--- config.mk ---
export PLATFORM = sky130hd
export DESIGN_NAME = exc_capture_unit
export DESIGN_NICKNAME = d
export VERILOG_FILES = /design/src/rtl/exc_pkg.sv /design/src/rtl/exc_arbiter.sv /design/src/rtl/exc_vector.sv /design/src/rtl/exc_state.sv /design/src/rtl/exc_capture_unit.sv
export SDC_FILE = /design/constraint.sdc
export NUM_CORES = 1
export LEC_CHECK = 0
export BUFFER_PORTS_ARGS = -buffer_cell sky130_fd_sc_hd__buf_2
export CORE_MARGIN = 2
export CORE_UTILIZATION = 45
export CTS_CLUSTER_SIZE = 40
export DETAILED_ROUTE_END_ITERATION = 10
export PLACE_DENSITY = 0.8
export SYNTH_ARGS = -nofsm -noshare
export SYNTH_HDL_FRONTEND = slang
export SYNTH_HIERARCHICAL = 1
export SYNTH_SLANG_ARGS = --single-unit
--- constraint.sdc ---
create_clock -name clk -period 3.9 [get_ports clk]
set_input_delay 0.78 -clock clk [delete_from_list [all_inputs] [get_ports clk]]
set_output_delay 0.78 -clock clk [all_outputs]
set_load 0.03 [all_outputs]
--- src/rtl/exc_pkg.sv ---
package exc_pkg;
  typedef enum logic [0:0] {
    CAUSE_UNDEF = 1'b0,
    CAUSE_OVF   = 1'b1
  } exc_cause_e;

  // Sources are indexed by age: index 0 is the oldest (execute stage).
  localparam int SRC_EX = 0;
  localparam int SRC_ID = 1;

  function automatic exc_cause_e src_cause(input int src);
    return (src == SRC_EX) ? CAUSE_OVF : CAUSE_UNDEF;
  endfunction
endpackage

--- src/rtl/exc_arbiter.sv ---
// Oldest-first selection among fault sources, plus the flush mask.
// Pipeline register j holds the instruction that source j sits in;
// register NSRC is the youngest (fetch/decode). A winner at index w
// clears register w and all younger ones.
module exc_arbiter #(
  parameter int NSRC = 2,
  parameter int XLEN = 32,
  localparam int IW   = (NSRC > 1) ? $clog2(NSRC) : 1,
  localparam int NREG = NSRC + 1
) (
  input  logic [NSRC-1:0]           raise,
  input  logic [NSRC-1:0]           kill,
  input  logic [NSRC-1:0][XLEN-1:0] pc,
  output logic                      take,
  output logic [IW-1:0]             win,
  output logic [XLEN-1:0]           win_pc,
  output logic [NREG-1:0]           flush
);
  logic [NSRC-1:0] live;

  assign live = raise & ~kill;
  assign take = |live;

  always_comb begin
    win = '0;
    for (int i = NSRC - 1; i >= 0; i--) begin
      if (live[i]) win = IW'(i);
    end
  end

  assign win_pc = pc[win];

  generate
    for (genvar j = 0; j < NREG; j++) begin : g_flush
      assign flush[j] = take && (int'(win) <= j);
    end
  endgenerate
endmodule

--- src/rtl/exc_vector.sv ---
// Handler address: one common entry, or base + reason * stride.
module exc_vector #(
  parameter int              XLEN      = 32,
  parameter logic [XLEN-1:0] FIXED_ENT = 32'h8000_0180,
  parameter logic [XLEN-1:0] VEC_BASE  = 32'hC000_0000,
  parameter logic [XLEN-1:0] VEC_STEP  = 32'h0000_0020
) (
  input  logic                  take,
  input  logic                  vec_mode,
  input  exc_pkg::exc_cause_e   cause,
  output logic [XLEN-1:0]       target
);
  logic [XLEN-1:0] vec_addr;

  assign vec_addr = VEC_BASE + (VEC_STEP * XLEN'(cause));

  always_comb begin
    if (!take)        target = '0;
    else if (vec_mode) target = vec_addr;
    else              target = FIXED_ENT;
  end
endmodule

--- src/rtl/exc_state.sv ---
// Return-address and reason registers, written only on a taken fault.
module exc_state #(
  parameter int XLEN       = 32,
  parameter int INSN_BYTES = 4
) (
  input  logic                clk,
  input  logic                rst_n,
  input  logic                take,
  input  logic [XLEN-1:0]     fault_pc,
  input  exc_pkg::exc_cause_e cause_in,
  output logic [XLEN-1:0]     epc_q,
  output exc_pkg::exc_cause_e cause_q
);
  always_ff @(posedge clk) begin
    if (!rst_n) begin
      epc_q   <= '0;
      cause_q <= exc_pkg::CAUSE_UNDEF;
    end else if (take) begin
      epc_q   <= fault_pc + XLEN'(INSN_BYTES);
      cause_q <= cause_in;
    end
  end
endmodule

--- src/rtl/exc_capture_unit.sv ---
module exc_capture_unit #(
  parameter int              XLEN       = 32,
  parameter int              INSN_BYTES = 4,
  parameter logic [XLEN-1:0] FIXED_ENT  = 32'h8000_0180,
  parameter logic [XLEN-1:0] VEC_BASE   = 32'hC000_0000,
  parameter logic [XLEN-1:0] VEC_STEP   = 32'h0000_0020
) (
  input  logic            clk,
  input  logic            rst_n,
  input  logic            vec_mode,
  input  logic            id_undef,
  input  logic            id_kill,
  input  logic [XLEN-1:0] id_pc,
  input  logic            ex_ovf,
  input  logic            ex_kill,
  input  logic [XLEN-1:0] ex_pc,
  output logic            exc_take,
  output logic [XLEN-1:0] handler_pc,
  output logic            flush_ifid,
  output logic            flush_idex,
  output logic            flush_exmem,
  output logic [XLEN-1:0] epc_rd,
  output logic            cause_rd
);
  import exc_pkg::*;

  localparam int NSRC = 2;
  localparam int IW   = $clog2(NSRC);

  logic [NSRC-1:0]           src_raise;
  logic [NSRC-1:0]           src_kill;
  logic [NSRC-1:0][XLEN-1:0] src_pc;
  logic [IW-1:0]             win;
  logic [XLEN-1:0]           win_pc;
  logic [NSRC:0]             flush;
  exc_cause_e                win_cause;
  exc_cause_e                cause_q;

  assign src_raise[SRC_EX] = ex_ovf;
  assign src_kill[SRC_EX]  = ex_kill;
  assign src_pc[SRC_EX]    = ex_pc;
  assign src_raise[SRC_ID] = id_undef;
  assign src_kill[SRC_ID]  = id_kill;
  assign src_pc[SRC_ID]    = id_pc;

  exc_arbiter #(.NSRC(NSRC), .XLEN(XLEN)) arb_i (
    .raise  (src_raise),
    .kill   (src_kill),
    .pc     (src_pc),
    .take   (exc_take),
    .win    (win),
    .win_pc (win_pc),
    .flush  (flush)
  );

  assign win_cause = src_cause(int'(win));

  exc_vector #(
    .XLEN(XLEN), .FIXED_ENT(FIXED_ENT), .VEC_BASE(VEC_BASE), .VEC_STEP(VEC_STEP)
  ) vec_i (
    .take     (exc_take),
    .vec_mode (vec_mode),
    .cause    (win_cause),
    .target   (handler_pc)
  );

  exc_state #(.XLEN(XLEN), .INSN_BYTES(INSN_BYTES)) st_i (
    .clk      (clk),
    .rst_n    (rst_n),
    .take     (exc_take),
    .fault_pc (win_pc),
    .cause_in (win_cause),
    .epc_q    (epc_rd),
    .cause_q  (cause_q)
  );

  assign cause_rd    = cause_q;
  assign flush_exmem = flush[0];
  assign flush_idex  = flush[1];
  assign flush_ifid  = flush[2];
endmodule

After elaboration in Yosys (flattened, before gate mapping)

Index checks and enable logic that the tools add are counted.

$lt $le $gt $ge: 2
Add/subtract/negate cells: 2
Muxes and demuxes: 7
Bitwise operators: 2
Reductions and logical operators: 2

Operator list:

| operator                                                              | count |
|---|---|
| 32-bit two-way mux                                                    | 4 |
| 31-bit by 7-bit adder with 32-bit output (first input constant)       | 1 |
| 32-bit by 3-bit adder with 32-bit output (second input constant)      | 1 |
| 1-bit two-way mux                                                     | 3 |
| 2-bit AND                                                             | 1 |
| 1-bit by 2-bit < comparator with 1-bit output (second input constant) | 1 |
| 2-bit NOT                                                             | 1 |
| 2-bit OR reduction                                                    | 1 |
| 1-bit <= comparator (second input constant)                           | 1 |
| 1-bit logical AND                                                     | 1 |

Flip-flop bits (word level): 33
Bits of input ports: 71
Word-level logic and storage cells: 17
Output and inout bits: 69

Depth between registers and ports, before layout

Word-level depth: 8
Mapped depth: 11
Depth with buffers taken out: 8

Hierarchy

The synthesis kept the hierarchy.

Modules (own cells, without submodules):

| module           | instances | cells each | area each (um^2) | sequential area each (um^2) |
|---|---|---|---|---|
| exc_state        | 1         | 209        | 1,736.7          | 660.6 |
| exc_arbiter      | 1         | 43         | 590.6            | 0.0 |
| exc_vector       | 1         | 33         | 245.2            | 0.0 |
| exc_capture_unit | 1         | 1          | 3.8              | 0.0 |

Worst setup path before layout

OpenSTA, ideal clock, no wires.

Kind: input port to flip-flop
Start: input ex_ovf
End: register st_i.epc_q[28]
Data required time: 3,826 ps
Cell stages on the path: 11
Arrival time: 3,224 ps
Library setup time: 74 ps
Setup slack: 602 ps
Path buffers: 3
Cells stage by stage: nor2b_4 or3_1 buf_6 buf_12 mux2_4 ha_1 nand2_1 or3_1 clkbuf_1 or4_1 a31oi_1

Cells in the longest elaborated chain, start to end: 5
Elaborated cells on any way between the ends: 6
Classes of those cells: add/sub: 1; mux: 3; bitwise: 1; reduce/logical: 1

Ends and longest elaborated chain:

| item                                                   | line                   | text |
|---|---|---|
| start, declared                                        | exc_capture_unit.sv:14 | `input logic ex_ovf,` |
| 2-bit AND                                              | exc_arbiter.sv:21      | `assign live = raise & ~kill;` |
| 1-bit two-way mux                                      | exc_arbiter.sv:27      | `if (live[i]) win = IW'(i);` |
| 32-bit two-way mux (not written as such) (2 in series) | exc_arbiter.sv:31      | `assign win_pc = pc[win];` |
| net win_pc[2]                                          | exc_capture_unit.sv:34 | `logic [XLEN-1:0] win_pc;` |
| 32-bit by 3-bit adder with 32-bit output               | exc_state.sv:19        | `epc_q <= fault_pc + XLEN'(INSN_BYTES);` |
| end signal, assigned                                   | exc_state.sv:19        |  |
| end, declared                                          | exc_state.sv:11        | `output logic [XLEN-1:0] epc_q,` |

The timed path passes the listed nets, and every way through them passes these cells. The select of a mux whose other input is x is not followed.
A chain may end at the register's enable or synchronous reset.

Worst setup path in the final report

Start: input ex_ovf
End: register st_i.epc_q[24]

Same word-level chain as after synthesis.

==> impl_metrics.env <==
export IMPL_fin_crit_sh_pct=86.2
export IMPL_layout_commonest_cell="buf_2"
export IMPL_drcViolationCount=0
export IMPL_yosys_top_cells_area="dfxtp_1 (26%), mux2_4 (17%), buf_4 (9.0%), o21ai_0 (4.9%), a31oi_1 (2.9%)"
export IMPL_hold_viol=0
export IMPL_wl_met1_mm=2.62
export IMPL_crit_path_start_kind="primary input"
export IMPL_vias=2450
export IMPL_fin_ws_ps=537
export IMPL_root_buffer="clkbuf_8"
export IMPL_post_route_util_pct=56.8
export IMPL_grt_overflow=0
export IMPL_dpl_cell_area_um2=3010
export IMPL_critPathCaptureType="flip-flop"
export IMPL_setup_viol=0
export IMPL_syn_instance_count=286
export IMPL_grt_use_total_pct=19.8
export IMPL_drive_above_1_share_pct=43.3
export IMPL_ys_types=41
export IMPL_synthesis_area_um2=2580
export IMPL_clock_skew_ps=0
export IMPL_hold_buffers=0
export IMPL_clockBufferDepth=2
export IMPL_synth_top_cell_area_share_pct=25.6
export IMPL_die_area_um2=6350
export IMPL_ant_nets=0
export IMPL_dr_pass1_iters=5
export IMPL_layout_common_cells="buf_2 (112), dfxtp_1 (33), mux2_4 (29)"
export IMPL_synth_ff_type="dfxtp_1"
export IMPL_die_w_um=79.7
export IMPL_power_density_nw_per_um2=345
export IMPL_status="complete, no violations"
export IMPL_cts_setup_buffers=0
export IMPL_synthArstFlopShare_pct=0
export IMPL_maxCapViolCount=0
export IMPL_finalCriticalPeriod_ps=3360
export IMPL_htreeDepth=2
export IMPL_rows=27
export IMPL_place_congestion=0.864
export IMPL_synth_seq_cells=33
export IMPL_yosysWarnings=6
export IMPL_antenna_cells=0
export IMPL_antenna_found_initial=0
export IMPL_vias_per_cell=5.33
export IMPL_postRouteWirelength_mm=6.44
export IMPL_nNetsFinal=459
export IMPL_drv_slew=0
export IMPL_dpl_hpwl_mm=5.03
export IMPL_io_pin_count=140
export IMPL_clk_pin_slew_ps=70
export IMPL_critPathArrivalTime_ps=3570
export IMPL_dp_cells=452
export IMPL_start_util_pct=46.8
export IMPL_highest_layer="met4"
export IMPL_vdd_ir_drop_worst_mv=0.146
export IMPL_cts_sinks=33
export IMPL_wire_per_inst_um=14.0
export IMPL_drtIter0Drc=108
export IMPL_critPathKind="primary input to flip-flop"
export IMPL_ys_seq_area_share_pct=25.6
export IMPL_holdCritPathClass="flip-flop to flip-flop"
export IMPL_finalInstanceArea_um2=3130
export IMPL_setup_tns_ps=0
export IMPL_cts_tree="built"
export IMPL_grt_max_degree=60
export IMPL_first_global_vias=2206
export IMPL_worstPathMaxFanout=13
export IMPL_instances_no_fill=460
export IMPL_max_clock_freq_ghz=0.297
export IMPL_cts_made_buffers=5
export IMPL_core_um2=5510
export IMPL_routed_wl_met3_um=629
export IMPL_die_h_um=79.7
export IMPL_io_buffers=112
export IMPL_grt_pass1_wl_mm=10.0
export IMPL_leakage_uw=0.00150
export IMPL_clkLatencyLatePin_ps=280
export IMPL_synth_top_area_cell="dfxtp_1"
export IMPL_synth_area_per_cell_um2=9.01
export IMPL_synth_edf_count=0
export IMPL_syn_to_final_growth_pct=21.3
export IMPL_wl_met2_mm=3.16
export IMPL_grt_setup_unrepaired="no"
export IMPL_preCtsSetupSlack_ps=252
export IMPL_crit_required_ps=4110
export IMPL_post_cts_resized=0
==> logic make-up after synthesis <==
logic type               after synthesis  synth area share [%]
other                                  1                 0.146
adder cells (fa/ha/maj)                1                 0.486
buffers and inverters                 55                  15.1
multiplexers                          37                  20.2
AND/OR/NAND/NOR                       82                  19.3
XOR/XNOR                              13                  4.42
flip-flops                            33                  25.6
AO/OA/AOI/OAI                         64                  14.7
==> worst paths after layout <==
| check | start | end | slack [ps] | cells after the start |
|---|---|---|---|---|
| hold reg to reg | st_i/epc_q[2]$_SDFFE_PN0P_ | st_i/epc_q[2]$_SDFFE_PN0P_ | 490 | 2 |
| setup reg to reg | st_i/epc_q[9]$_SDFFE_PN0P_ | st_i/epc_q[9]$_SDFFE_PN0P_ | 3170 | 2 |
| hold / removal | st_i/epc_q[2]$_SDFFE_PN0P_ | st_i/epc_q[2]$_SDFFE_PN0P_ | 490 | 2 |
| setup / recovery | ex_ovf | st_i/epc_q[24]$_SDFFE_PN0P_ | 540 | 9 |
==> layout make-up <==
cell class | count | area (um^2)
fill | 505 | 2380
clock buffer | 7 | 86.3
clock inverter | 1 | 30.0
tap | 72 | 90.1
inverter | 6 | 22.5
sequential | 33 | 661
timing repair buffer | 117 | 598
multi-input combinational | 224 | 1640
==> where the power goes <==
group / internal (uW) / switching, uW / total, uW
Sequential: 367 / 14.6 / 382
Combinational: 131 / 231 / 363
Clock: 208 / 125 / 334
==> registers in the layout (all words and copies together), names as in the netlist <==
| register | cells |
|---|---|
| st_i/epc_q | 32 |
| st_i/cause_q | 1 |
==> worst max-delay path, stage by stage <==
cell,delay [ps]
buf_2,100
nor2b_4,120
or3_2,630
buf_4,280
mux2_4,250
nand3_2,160
or3_1,560
or4_1,510
a31oi_1,170
==> synthesized netlist by cell type, types with 6 or more instances <==
cell / n
nand4_1: 6
inv_1: 6
a21oi_1: 10
or4_1: 10
o31ai_1: 9
o21ai_0: 25
or3_1: 6
nor4_1: 6
nor2_1: 11
xnor2_1: 8
a31oi_1: 12
buf_4: 31
clkbuf_1: 11
dfxtp_1: 33
a211oi_1: 6
nand2_1: 11
nand3_1: 8
mux2_4: 29
==> stage by stage <==
stage               total power, uW  hold slack (ps)
floorplan                       677              598
global placement                744              460
detailed placement              750              480
CTS                            1080              489
global route                   1130              509
finish                         1080              486
==> metal layers <==
layer / vias up / GRT usage, %
met3: 2 / 5.88
met1: 1129 / 24.6
met4: 0 / 5.69
li1: 1196 / -
met5: - / 0
met2: 123 / 32.9
Power figures use the tool's default switching activity.
